**config.mk**
```make
export PLATFORM = sky130hd
export DESIGN_NAME = flash_cmd_port
export DESIGN_NICKNAME = d
export VERILOG_FILES = /design/src/rtl/flc_pkg.sv /design/src/rtl/flc_sequencer.sv /design/src/rtl/flc_store.sv /design/src/rtl/flash_cmd_port.sv
export SDC_FILE = /design/constraint.sdc
export NUM_CORES = 2
export LEC_CHECK = 0
export CAP_MARGIN = 30
export CORE_ASPECT_RATIO = 1.75
export CORE_MARGIN = 5
export CORE_UTILIZATION = 30
export CTS_BUF_LIST = sky130_fd_sc_hd__clkbuf_8
export DETAILED_ROUTE_END_ITERATION = 12
export DONT_BUFFER_PORTS = 1
export PLACE_DENSITY_LB_ADDON = 0.12
export SLEW_MARGIN = 20
export SYNTH_ARGS = -nofsm -noshare
export SYNTH_HDL_FRONTEND = slang
export SYNTH_SLANG_ARGS = --single-unit
```
**constraint.sdc**
```tcl
create_clock -name clk -period 14.4 [get_ports clk]
set_input_delay 0.72 -clock clk [delete_from_list [all_inputs] [get_ports clk]]
set_output_delay 0.72 -clock clk [all_outputs]
set_load 0.01 [all_outputs]
```
**src/rtl/flc_pkg.sv**
```systemverilog
package flc_pkg;

    localparam logic [7:0] KEY_FIRST  = 8'hB6;
    localparam logic [7:0] KEY_OFFSET = 8'hD3;

    typedef enum logic [7:0] {
        OP_LOAD_BYTE   = 8'h00,
        OP_LOAD_ROW    = 8'h02,
        OP_READ_BYTE   = 8'h03,
        OP_PROG_ROW    = 8'h07,
        OP_ERASE_SECT  = 8'h08,
        OP_ERASE_ALL   = 8'h09,
        OP_READ_HIDDEN = 8'h0A,
        OP_PROG_PROT   = 8'h0B,
        OP_GET_TEMP    = 8'h0E
    } op_e;

    typedef enum logic [2:0] {
        S_IDLE,
        S_KEY2,
        S_OPCODE,
        S_PARAM,
        S_ROWDATA,
        S_EXEC,
        S_RESULT
    } state_e;

    // Opcode is one the port executes
    function automatic logic op_known(input logic [7:0] code);
        case (code)
            OP_LOAD_BYTE, OP_LOAD_ROW, OP_READ_BYTE, OP_PROG_ROW,
            OP_ERASE_SECT, OP_ERASE_ALL, OP_READ_HIDDEN, OP_PROG_PROT,
            OP_GET_TEMP: return 1'b1;
            default:     return 1'b0;
        endcase
    endfunction

    // Parameter bytes following the opcode (row data excluded)
    function automatic logic [2:0] op_nparam(input logic [7:0] code);
        case (code)
            OP_LOAD_BYTE:   return 3'd3;
            OP_LOAD_ROW:    return 3'd1;
            OP_READ_BYTE:   return 3'd2;
            OP_PROG_ROW:    return 3'd5;
            OP_ERASE_SECT:  return 3'd2;
            OP_READ_HIDDEN: return 3'd2;
            OP_PROG_PROT:   return 3'd1;
            OP_GET_TEMP:    return 3'd1;
            default:        return 3'd0;
        endcase
    endfunction

endpackage

```
**src/rtl/flc_sequencer.sv**
```systemverilog
module flc_sequencer
    import flc_pkg::*;
#(
    parameter  int ROW_BYTES   = 16,
    parameter  int ECC_BYTES   = 2,
    parameter  int BUSY_CYCLES = 4,
    localparam int IDX_W       = $clog2(ROW_BYTES),
    localparam int CNT_W       = $clog2(ROW_BYTES + ECC_BYTES + 1),
    localparam int BSY_W       = $clog2(BUSY_CYCLES + 1)
) (
    input  logic             clk,
    input  logic             rst_n,
    input  logic             ecc_bypass,
    input  logic             wr_en,
    input  logic [7:0]       wr_data,
    input  logic             rd_en,
    output logic             go,
    output logic [7:0]       op,
    output logic [7:0]       arg_a,
    output logic [7:0]       arg_b,
    output logic             lat_we,
    output logic [IDX_W-1:0] lat_idx,
    output logic [7:0]       lat_data,
    output logic             ready,
    output logic             idle,
    output logic [CNT_W-1:0] res_idx
);

    state_e             state_q, state_d;
    logic [7:0]         key2_q;
    logic [7:0]         op_q;
    logic [7:0]         arg_a_q, arg_b_q;
    logic [2:0]         pcnt_q;
    logic [CNT_W-1:0]   cnt_q;
    logic [BSY_W-1:0]   busy_q;

    logic               key_ok;
    logic [2:0]         nprm;
    logic [CNT_W-1:0]   row_len;
    logic [CNT_W-1:0]   nres;

    assign key_ok  = op_known(wr_data) && (key2_q == 8'(KEY_OFFSET + wr_data));
    assign nprm    = op_nparam(op_q);
    assign row_len = ecc_bypass ? CNT_W'(ROW_BYTES + ECC_BYTES) : CNT_W'(ROW_BYTES);

    always_comb begin
        case (op_q)
            OP_READ_BYTE:   nres = CNT_W'(1);
            OP_READ_HIDDEN: nres = CNT_W'(ROW_BYTES);
            OP_GET_TEMP:    nres = CNT_W'(2);
            default:        nres = '0;
        endcase
    end

    // Next-state logic
    always_comb begin
        state_d = state_q;
        unique case (state_q)
            S_IDLE:    if (wr_en && wr_data == KEY_FIRST) state_d = S_KEY2;
            S_KEY2:    if (wr_en) state_d = S_OPCODE;
            S_OPCODE:  if (wr_en) begin
                           if (!key_ok)                      state_d = S_IDLE;
                           else if (op_nparam(wr_data) == 0) state_d = S_EXEC;
                           else                              state_d = S_PARAM;
                       end
            S_PARAM:   if (wr_en && pcnt_q == nprm - 3'd1)
                           state_d = (op_q == OP_LOAD_ROW) ? S_ROWDATA : S_EXEC;
            S_ROWDATA: if (wr_en && cnt_q == row_len - CNT_W'(1)) state_d = S_EXEC;
            S_EXEC:    if (busy_q == '0) state_d = (nres != '0) ? S_RESULT : S_IDLE;
            S_RESULT:  if (rd_en && cnt_q == nres - CNT_W'(1)) state_d = S_IDLE;
            default:   state_d = S_IDLE;
        endcase
    end

    // State register
    always_ff @(posedge clk) begin
        if (!rst_n) state_q <= S_IDLE;
        else        state_q <= state_d;
    end

    // Key, opcode, parameter and counter registers
    always_ff @(posedge clk) begin
        if (!rst_n) begin
            key2_q  <= '0;
            op_q    <= '0;
            arg_a_q <= '0;
            arg_b_q <= '0;
            pcnt_q  <= '0;
            cnt_q   <= '0;
            busy_q  <= '0;
        end else begin
            unique case (state_q)
                S_KEY2:    if (wr_en) key2_q <= wr_data;
                S_OPCODE:  if (wr_en) begin
                               op_q   <= wr_data;
                               pcnt_q <= '0;
                               busy_q <= BSY_W'(BUSY_CYCLES - 1);
                           end
                S_PARAM:   if (wr_en) begin
                               if (pcnt_q == 3'd1) arg_a_q <= wr_data;
                               if (pcnt_q == 3'd2) arg_b_q <= wr_data;
                               pcnt_q <= pcnt_q + 3'd1;
                               cnt_q  <= '0;
                           end
                S_ROWDATA: if (wr_en) cnt_q <= cnt_q + CNT_W'(1);
                S_EXEC:    begin
                               busy_q <= busy_q - BSY_W'(1);
                               cnt_q  <= '0;
                           end
                S_RESULT:  if (rd_en) cnt_q <= cnt_q + CNT_W'(1);
                default:   ;
            endcase
        end
    end

    // Outputs
    always_comb begin
        idle     = (state_q == S_IDLE);
        ready    = (state_q == S_RESULT);
        go       = (state_q == S_EXEC) && (busy_q == '0);
        lat_we   = (state_q == S_ROWDATA) && wr_en && (cnt_q < CNT_W'(ROW_BYTES));
        lat_idx  = cnt_q[IDX_W-1:0];
        lat_data = wr_data;
        res_idx  = cnt_q;
        op       = op_q;
        arg_a    = arg_a_q;
        arg_b    = arg_b_q;
    end

endmodule

```
**src/rtl/flc_store.sv**
```systemverilog
module flc_store
    import flc_pkg::*;
#(
    parameter  int ROW_BYTES       = 16,
    parameter  int ROWS_PER_SECTOR = 4,
    parameter  int NUM_SECTORS     = 4,
    localparam int NUM_ROWS        = ROWS_PER_SECTOR * NUM_SECTORS,
    localparam int TOTAL           = NUM_ROWS * ROW_BYTES,
    localparam int IDX_W           = $clog2(ROW_BYTES),
    localparam int ROW_W           = $clog2(NUM_ROWS),
    localparam int SEC_W           = $clog2(NUM_SECTORS),
    localparam int ADDR_W          = $clog2(TOTAL)
) (
    input  logic              clk,
    input  logic              rst_n,
    input  logic              go,
    input  logic [7:0]        op,
    input  logic [7:0]        arg_a,
    input  logic [7:0]        arg_b,
    input  logic              lat_we,
    input  logic [IDX_W-1:0]  lat_idx,
    input  logic [7:0]        lat_data,
    input  logic [ADDR_W-1:0] rd_addr,
    output logic [7:0]        rd_byte,
    input  logic [IDX_W-1:0]  prot_idx,
    output logic [7:0]        prot_byte
);

    logic [7:0] mem   [NUM_ROWS][ROW_BYTES];
    logic [7:0] latch [ROW_BYTES];
    logic [7:0] prot  [ROW_BYTES];

    logic [15:0]      row_num;
    logic [ROW_W-1:0] prog_row;
    logic [SEC_W-1:0] sect;
    logic [IDX_W-1:0] ld_idx;

    assign row_num  = {arg_a, arg_b};
    assign prog_row = row_num[ROW_W-1:0];
    assign sect     = arg_a[SEC_W-1:0];
    assign ld_idx   = arg_a[IDX_W-1:0];

    always_ff @(posedge clk) begin
        if (!rst_n) begin
            for (int r = 0; r < NUM_ROWS; r++)
                for (int b = 0; b < ROW_BYTES; b++) mem[r][b] <= '0;
            for (int b = 0; b < ROW_BYTES; b++) begin
                latch[b] <= '0;
                prot[b]  <= '0;
            end
        end else begin
            if (lat_we) latch[lat_idx] <= lat_data;
            if (go) begin
                case (op)
                    OP_LOAD_BYTE:  latch[ld_idx] <= arg_b;
                    OP_PROG_ROW:   for (int b = 0; b < ROW_BYTES; b++)
                                       mem[prog_row][b] <= latch[b];
                    OP_ERASE_SECT: for (int r = 0; r < ROWS_PER_SECTOR; r++)
                                       for (int b = 0; b < ROW_BYTES; b++)
                                           mem[ROW_W'(int'(sect) * ROWS_PER_SECTOR + r)][b] <= '0;
                    OP_ERASE_ALL:  begin
                                       for (int r = 0; r < NUM_ROWS; r++)
                                           for (int b = 0; b < ROW_BYTES; b++) mem[r][b] <= '0;
                                       for (int b = 0; b < ROW_BYTES; b++) begin
                                           latch[b] <= '0;
                                           prot[b]  <= '0;
                                       end
                                   end
                    OP_PROG_PROT:  for (int b = 0; b < ROW_BYTES; b++) prot[b] <= latch[b];
                    default:       ;
                endcase
            end
        end
    end

    assign rd_byte   = mem[rd_addr[ADDR_W-1:IDX_W]][rd_addr[IDX_W-1:0]];
    assign prot_byte = prot[prot_idx];

endmodule

```
**src/rtl/flash_cmd_port.sv**
```systemverilog
module flash_cmd_port
    import flc_pkg::*;
#(
    parameter int         ROW_BYTES       = 16,
    parameter int         ROWS_PER_SECTOR = 4,
    parameter int         NUM_SECTORS     = 4,
    parameter int         BUSY_CYCLES     = 4,
    parameter logic [7:0] TEMP_SIGN       = 8'h00,
    parameter logic [7:0] TEMP_MAG        = 8'h19
) (
    input  logic       clk,
    input  logic       rst_n,
    input  logic       ecc_bypass,
    input  logic       wr_en,
    input  logic [7:0] wr_data,
    input  logic       rd_en,
    output logic [7:0] rd_data,
    output logic [1:0] status
);

    localparam int ECC_BYTES = ROW_BYTES / 8;
    localparam int IDX_W     = $clog2(ROW_BYTES);
    localparam int CNT_W     = $clog2(ROW_BYTES + ECC_BYTES + 1);
    localparam int ADDR_W    = $clog2(ROWS_PER_SECTOR * NUM_SECTORS * ROW_BYTES);

    logic             go, lat_we, ready, idle;
    logic [7:0]       op, arg_a, arg_b, lat_data, flash_byte, prot_byte;
    logic [IDX_W-1:0] lat_idx;
    logic [CNT_W-1:0] res_idx;

    flc_sequencer #(
        .ROW_BYTES   (ROW_BYTES),
        .ECC_BYTES   (ECC_BYTES),
        .BUSY_CYCLES (BUSY_CYCLES)
    ) u_seq (
        .clk        (clk),
        .rst_n      (rst_n),
        .ecc_bypass (ecc_bypass),
        .wr_en      (wr_en),
        .wr_data    (wr_data),
        .rd_en      (rd_en),
        .go         (go),
        .op         (op),
        .arg_a      (arg_a),
        .arg_b      (arg_b),
        .lat_we     (lat_we),
        .lat_idx    (lat_idx),
        .lat_data   (lat_data),
        .ready      (ready),
        .idle       (idle),
        .res_idx    (res_idx)
    );

    flc_store #(
        .ROW_BYTES       (ROW_BYTES),
        .ROWS_PER_SECTOR (ROWS_PER_SECTOR),
        .NUM_SECTORS     (NUM_SECTORS)
    ) u_store (
        .clk       (clk),
        .rst_n     (rst_n),
        .go        (go),
        .op        (op),
        .arg_a     (arg_a),
        .arg_b     (arg_b),
        .lat_we    (lat_we),
        .lat_idx   (lat_idx),
        .lat_data  (lat_data),
        .rd_addr   (ADDR_W'(arg_a)),
        .rd_byte   (flash_byte),
        .prot_idx  (res_idx[IDX_W-1:0]),
        .prot_byte (prot_byte)
    );

    // Result byte selection
    always_comb begin
        rd_data = '0;
        if (ready) begin
            case (op)
                OP_READ_BYTE:   rd_data = flash_byte;
                OP_READ_HIDDEN: rd_data = prot_byte;
                OP_GET_TEMP:    rd_data = (res_idx == '0) ? TEMP_SIGN : TEMP_MAG;
                default:        rd_data = '0;
            endcase
        end
    end

    assign status = {idle, ready};

endmodule

```
==> flow_summary.json <==
{
  "die_h_um": 797.6,
  "antenna_left": 0,
  "period_share_pct": 52.54,
  "drc": 0,
  "cpPeakStageDelay_ps": 800,
  "synth_ff_type": "dfxtp_1",
  "cpMostUsedCell": "buf_4",
  "totalWireLength_um": 520400,
  "coreArea_um2": 353600,
  "power.total_uw": 13140,
  "postCtsSetupRepairBufs": 0,
  "maxSlewViolCount": 71,
  "place_ws_ps": 7773,
  "grt_pass1_vias": 93000,
  "hold_path.class": "in -> reg",
  "synth_fp_nets": 11960,
  "hold_path_depth": 3,
  "p_per_area_nw_per_um2": 112.3,
  "gr-total-overflow": 0,
  "syn_avg_cell_area_um2": 8.911,
  "worstPathCellList": "buf_4 > and2_4 > buf_4 > buf_4 > a21oi_1 > o221ai_1 > nand3b_1 > nor4_1 > buf_2 > a211oi_1 > or4_1",
  "syn_area_um2": 106300,
  "clkLatencyLatePin_ps": 1080,
  "arrival_ps": 6850,
  "nFillCells": 36380,
  "netlist-cell-type-count": 79,
  "yosysSeqAreaShare_pct": 49.27,
  "area_growth_pct": 10.09,
  "setup_viol": 0,
  "slowest_stage": "dfxtp_4",
  "tritoncts": "yes",
  "row_count": 289,
  "place_hpwl_um": 293700,
  "cp-end-kind": "output pin",
  "vias": 95350,
  "clk_path_buf_depth": 4,
  "cp_max_fo": 26,
  "hold_viol": 0,
  "rsz0062_at_grt": "no",
  "worstPathBufferInverterCount": 4,
  "critical_path.top_delay_family": "simple AND/OR/NAND/NOR gates",
  "worst-endpoint-required_ps": 13680,
  "wl_per_cell_um": 31.91,
  "fmax_mhz": 132.2,
  "fin_tns_setup_ps": 0,
  "cp.depth": 11,
  "path_clk_slew_ps": 70,
  "place.gp.congestion": 0.8383,
  "root_buffer": "clkbuf_8",
  "startpoint_type": "flip-flop",
  "firstDrtPassIters": 6,
  "yosysWarnings": 0,
  "synth_top_area_share_pct": 34.81,
  "yosysTopAreaCell": "dfxtp_1",
  "grt_pass1_wl_um": 720500,
  "numCtsBuffers": 375,
  "fin_skew_ps": 82.61,
  "ys_seq_elements": 2361,
  "ir_drop_mv": 0.07101,
  "antenna_found_initial": 20,
  "run_status": "complete, but fails checks",
  "violations": "slew limit",
  "die_x_um": 460.0,
  "drt-vias-per-instance": 5.848,
  "slew_headroom_pct": -1.872,
  "syn_inst": 11930,
  "drv_cap": 0,
  "die_area_um2": 366900,
  "drive_above_1_share_pct": 10.73,
  "io_pins": 23,
  "initialDrtViolationCount": 9594,
  "io_buffers": 0,
  "grt_usage_pct": 27.13,
  "finalNetCount": 11370,
  "period_minus_slack_ps": 7565,
  "synth_edf_count": 512,
  "async_flop_share_pct": 0,
  "initial_core_util_pct": 30.07,
  "finalWorstSetupSlack_ps": 6835,
  "yosys-top-cells-area": "dfxtp_1 35%, edfxtp_1 14%, a21oi_1 8.9%",
  "tightest_slew_ps": 1528,
  "p_leak_uw": 0.03867,
  "grt_max_degree": 911,
  "ctsResizeCount": 0,
  "reg2reg_depth": 11,
  "critPathKind": "reg -> out",
  "cts_sinks": 2361,
  "htree_levels": 5
}
cell type report:
type	count	area (µm²)	share of cell area (%)
diodes	15	37.54	0.03207
clock buffers	451	6207	5.303
clock inverters	221	1075	0.9182
inverters	30	120.1	0.1026
multi-input cells	8272	48460	41.40
flip-flops and latches	2361	52410	44.77
well taps	4656	5826	4.977
repair buffers	299	2919	2.494
stage by stage:
step	cells	hold WS, ps	util [%]	cell area [µm²]
final	16310	66.01	33.10	117100
after global routing	16290	8.586	33.09	117000
after CTS	16280	14.96	33.00	116700
after detailed placement	15590	452.0	30.90	109300
after global placement	15580	445.9	30.80	108900
after floorplan	11930	439.0	-	106300
worst paths after layout:
path	start	to	slack [ps]
setup / recovery	flip-flop	rd_data[3]	6830
hold / removal	rst_n	u_store.mem[14][32]	70
setup reg to reg	u_seq.state_q[1]	u_store.mem[5][80]	7640
hold reg to reg	u_store.mem[10][48]	u_store.mem[10][48]	460
synth_stat cells (all sizes together) (8+ instances only):
| master | instances |
|---|---|
| a211o | 9 |
| a211oi | 30 |
| a21oi | 1901 |
| a221o | 21 |
| a221oi | 132 |
| a22oi | 79 |
| a31oi | 20 |
| and2 | 260 |
| and3 | 13 |
| buf | 695 |
| clkbuf | 574 |
| dfxtp | 1849 |
| edfxtp | 512 |
| ha | 15 |
| inv | 27 |
| mux2 | 64 |
| mux2i | 465 |
| mux4 | 292 |
| nand2 | 2059 |
| nand2b | 22 |
| nand3 | 1715 |
| nand3b | 10 |
| nand4 | 21 |
| nor2 | 747 |
| nor2b | 23 |
| nor3 | 24 |
| nor4 | 13 |
| o211ai | 14 |
| o21ai | 102 |
| o221ai | 26 |
| o22ai | 58 |
| o31ai | 18 |
| o32ai | 8 |
| or2 | 9 |
| or4 | 9 |
| xnor2 | 9 |
| xor2 | 11 |
worst register-to-register path, cell delays in order, from the launching register on:
cell and delay (ps):
dfxtp_1 540, and3b_1 330, and3_1 320, nand3_4 520, buf_4 880, buf_4 760, a31oi_1 460, nor2_4 740
buf_4 810, buf_4 920, nand2_1 210, a21oi_1 170
report_power, final:
group / internal (µW) / switching, µW / leakage, µW
registers: 6810 / 49.2 / 0.0202
clock network: 2930 / 2930 / 0.00427
logic: 94.1 / 325 / 0.0142
total: 9830 / 3310 / 0.0387
cell usage in the layout, fill, tap and decap left out, types with 11 or more instances in the layout:
| cell | Yosys | layout |
|---|---|---|
| a211oi_1 | 30 | 30 |
| o22ai_1 | 58 | 58 |
| edfxtp_1 | 512 | 512 |
| nor3_1 | 24 | 24 |
| nor2b_1 | 23 | 19 |
| buf_4 | 78 | 242 |
| clkinv_1 | 3 | 30 |
| inv_1 | 27 | 168 |
| and2_1 | 209 | 208 |
| xor2_1 | 11 | 11 |
| diode_2 | 0 | 15 |
| o31ai_1 | 17 | 17 |
| nor2_1 | 746 | 734 |
| mux2_2 | 64 | 64 |
| nand4_1 | 21 | 21 |
| nand2_1 | 2059 | 2042 |
| nand3_1 | 1714 | 1712 |
| o211ai_1 | 14 | 14 |
| ha_1 | 15 | 15 |
| and3_1 | 13 | 13 |
| mux4_2 | 292 | 292 |
| a22oi_1 | 78 | 78 |
| o21ai_0 | 95 | 95 |
| mux2i_1 | 465 | 459 |
| o221ai_1 | 26 | 26 |
| nand2_4 | 0 | 13 |
| a221oi_1 | 132 | 132 |
| a31oi_1 | 20 | 19 |
| buf_12 | 0 | 19 |
| clkinv_2 | 0 | 32 |
| buf_16 | 0 | 20 |
| nand2b_1 | 22 | 15 |
| dfxtp_1 | 1849 | 1840 |
| and2_0 | 51 | 50 |
| a21oi_1 | 1901 | 1889 |
| clkbuf_8 | 0 | 452 |
| a221o_1 | 21 | 21 |
sequential cells by signal (all words and copies together), names as in the netlist, named ones only:
name / flops
u_seq.state_q: 3
u_store.latch: 128
u_seq.res_idx: 5
u_seq.op: 8
u_seq.arg_a: 8
u_seq.key2_q: 8
u_seq.busy_q: 3
u_store.prot: 128
u_store.mem: 2048
u_seq.pcnt_q: 3
u_seq.arg_b: 8
kinds of logic after synthesis:
kind of cell / Yosys count / synth area share (%)
buf+inv: 1299 / 5.603
fa+ha+maj: 15 / 0.1765
mux: 821 / 11.24
compound gates: 2472 / 13.00
simple gates: 4944 / 20.55
flops: 2361 / 49.27
xor+xnor: 20 / 0.1647
per-layer routing:
layer  up-vias  track usage, %  routed length [µm]
met1     48360           30.81              187700
met2      4847           46.95              254500
li1      40800               -                   -
met4         8           17.80               40020
met5         -               0                  51
met3      1339           4.455               38120
repair_timing:
| action | CTS | global route |
|---|---|---|
| hold buffers | 12 | 0 |
| hold endpoints to repair | 137 | 0 |
| endpoints found under the setup margin | 0 | 0 |
Power figures use the tool's default switching activity.
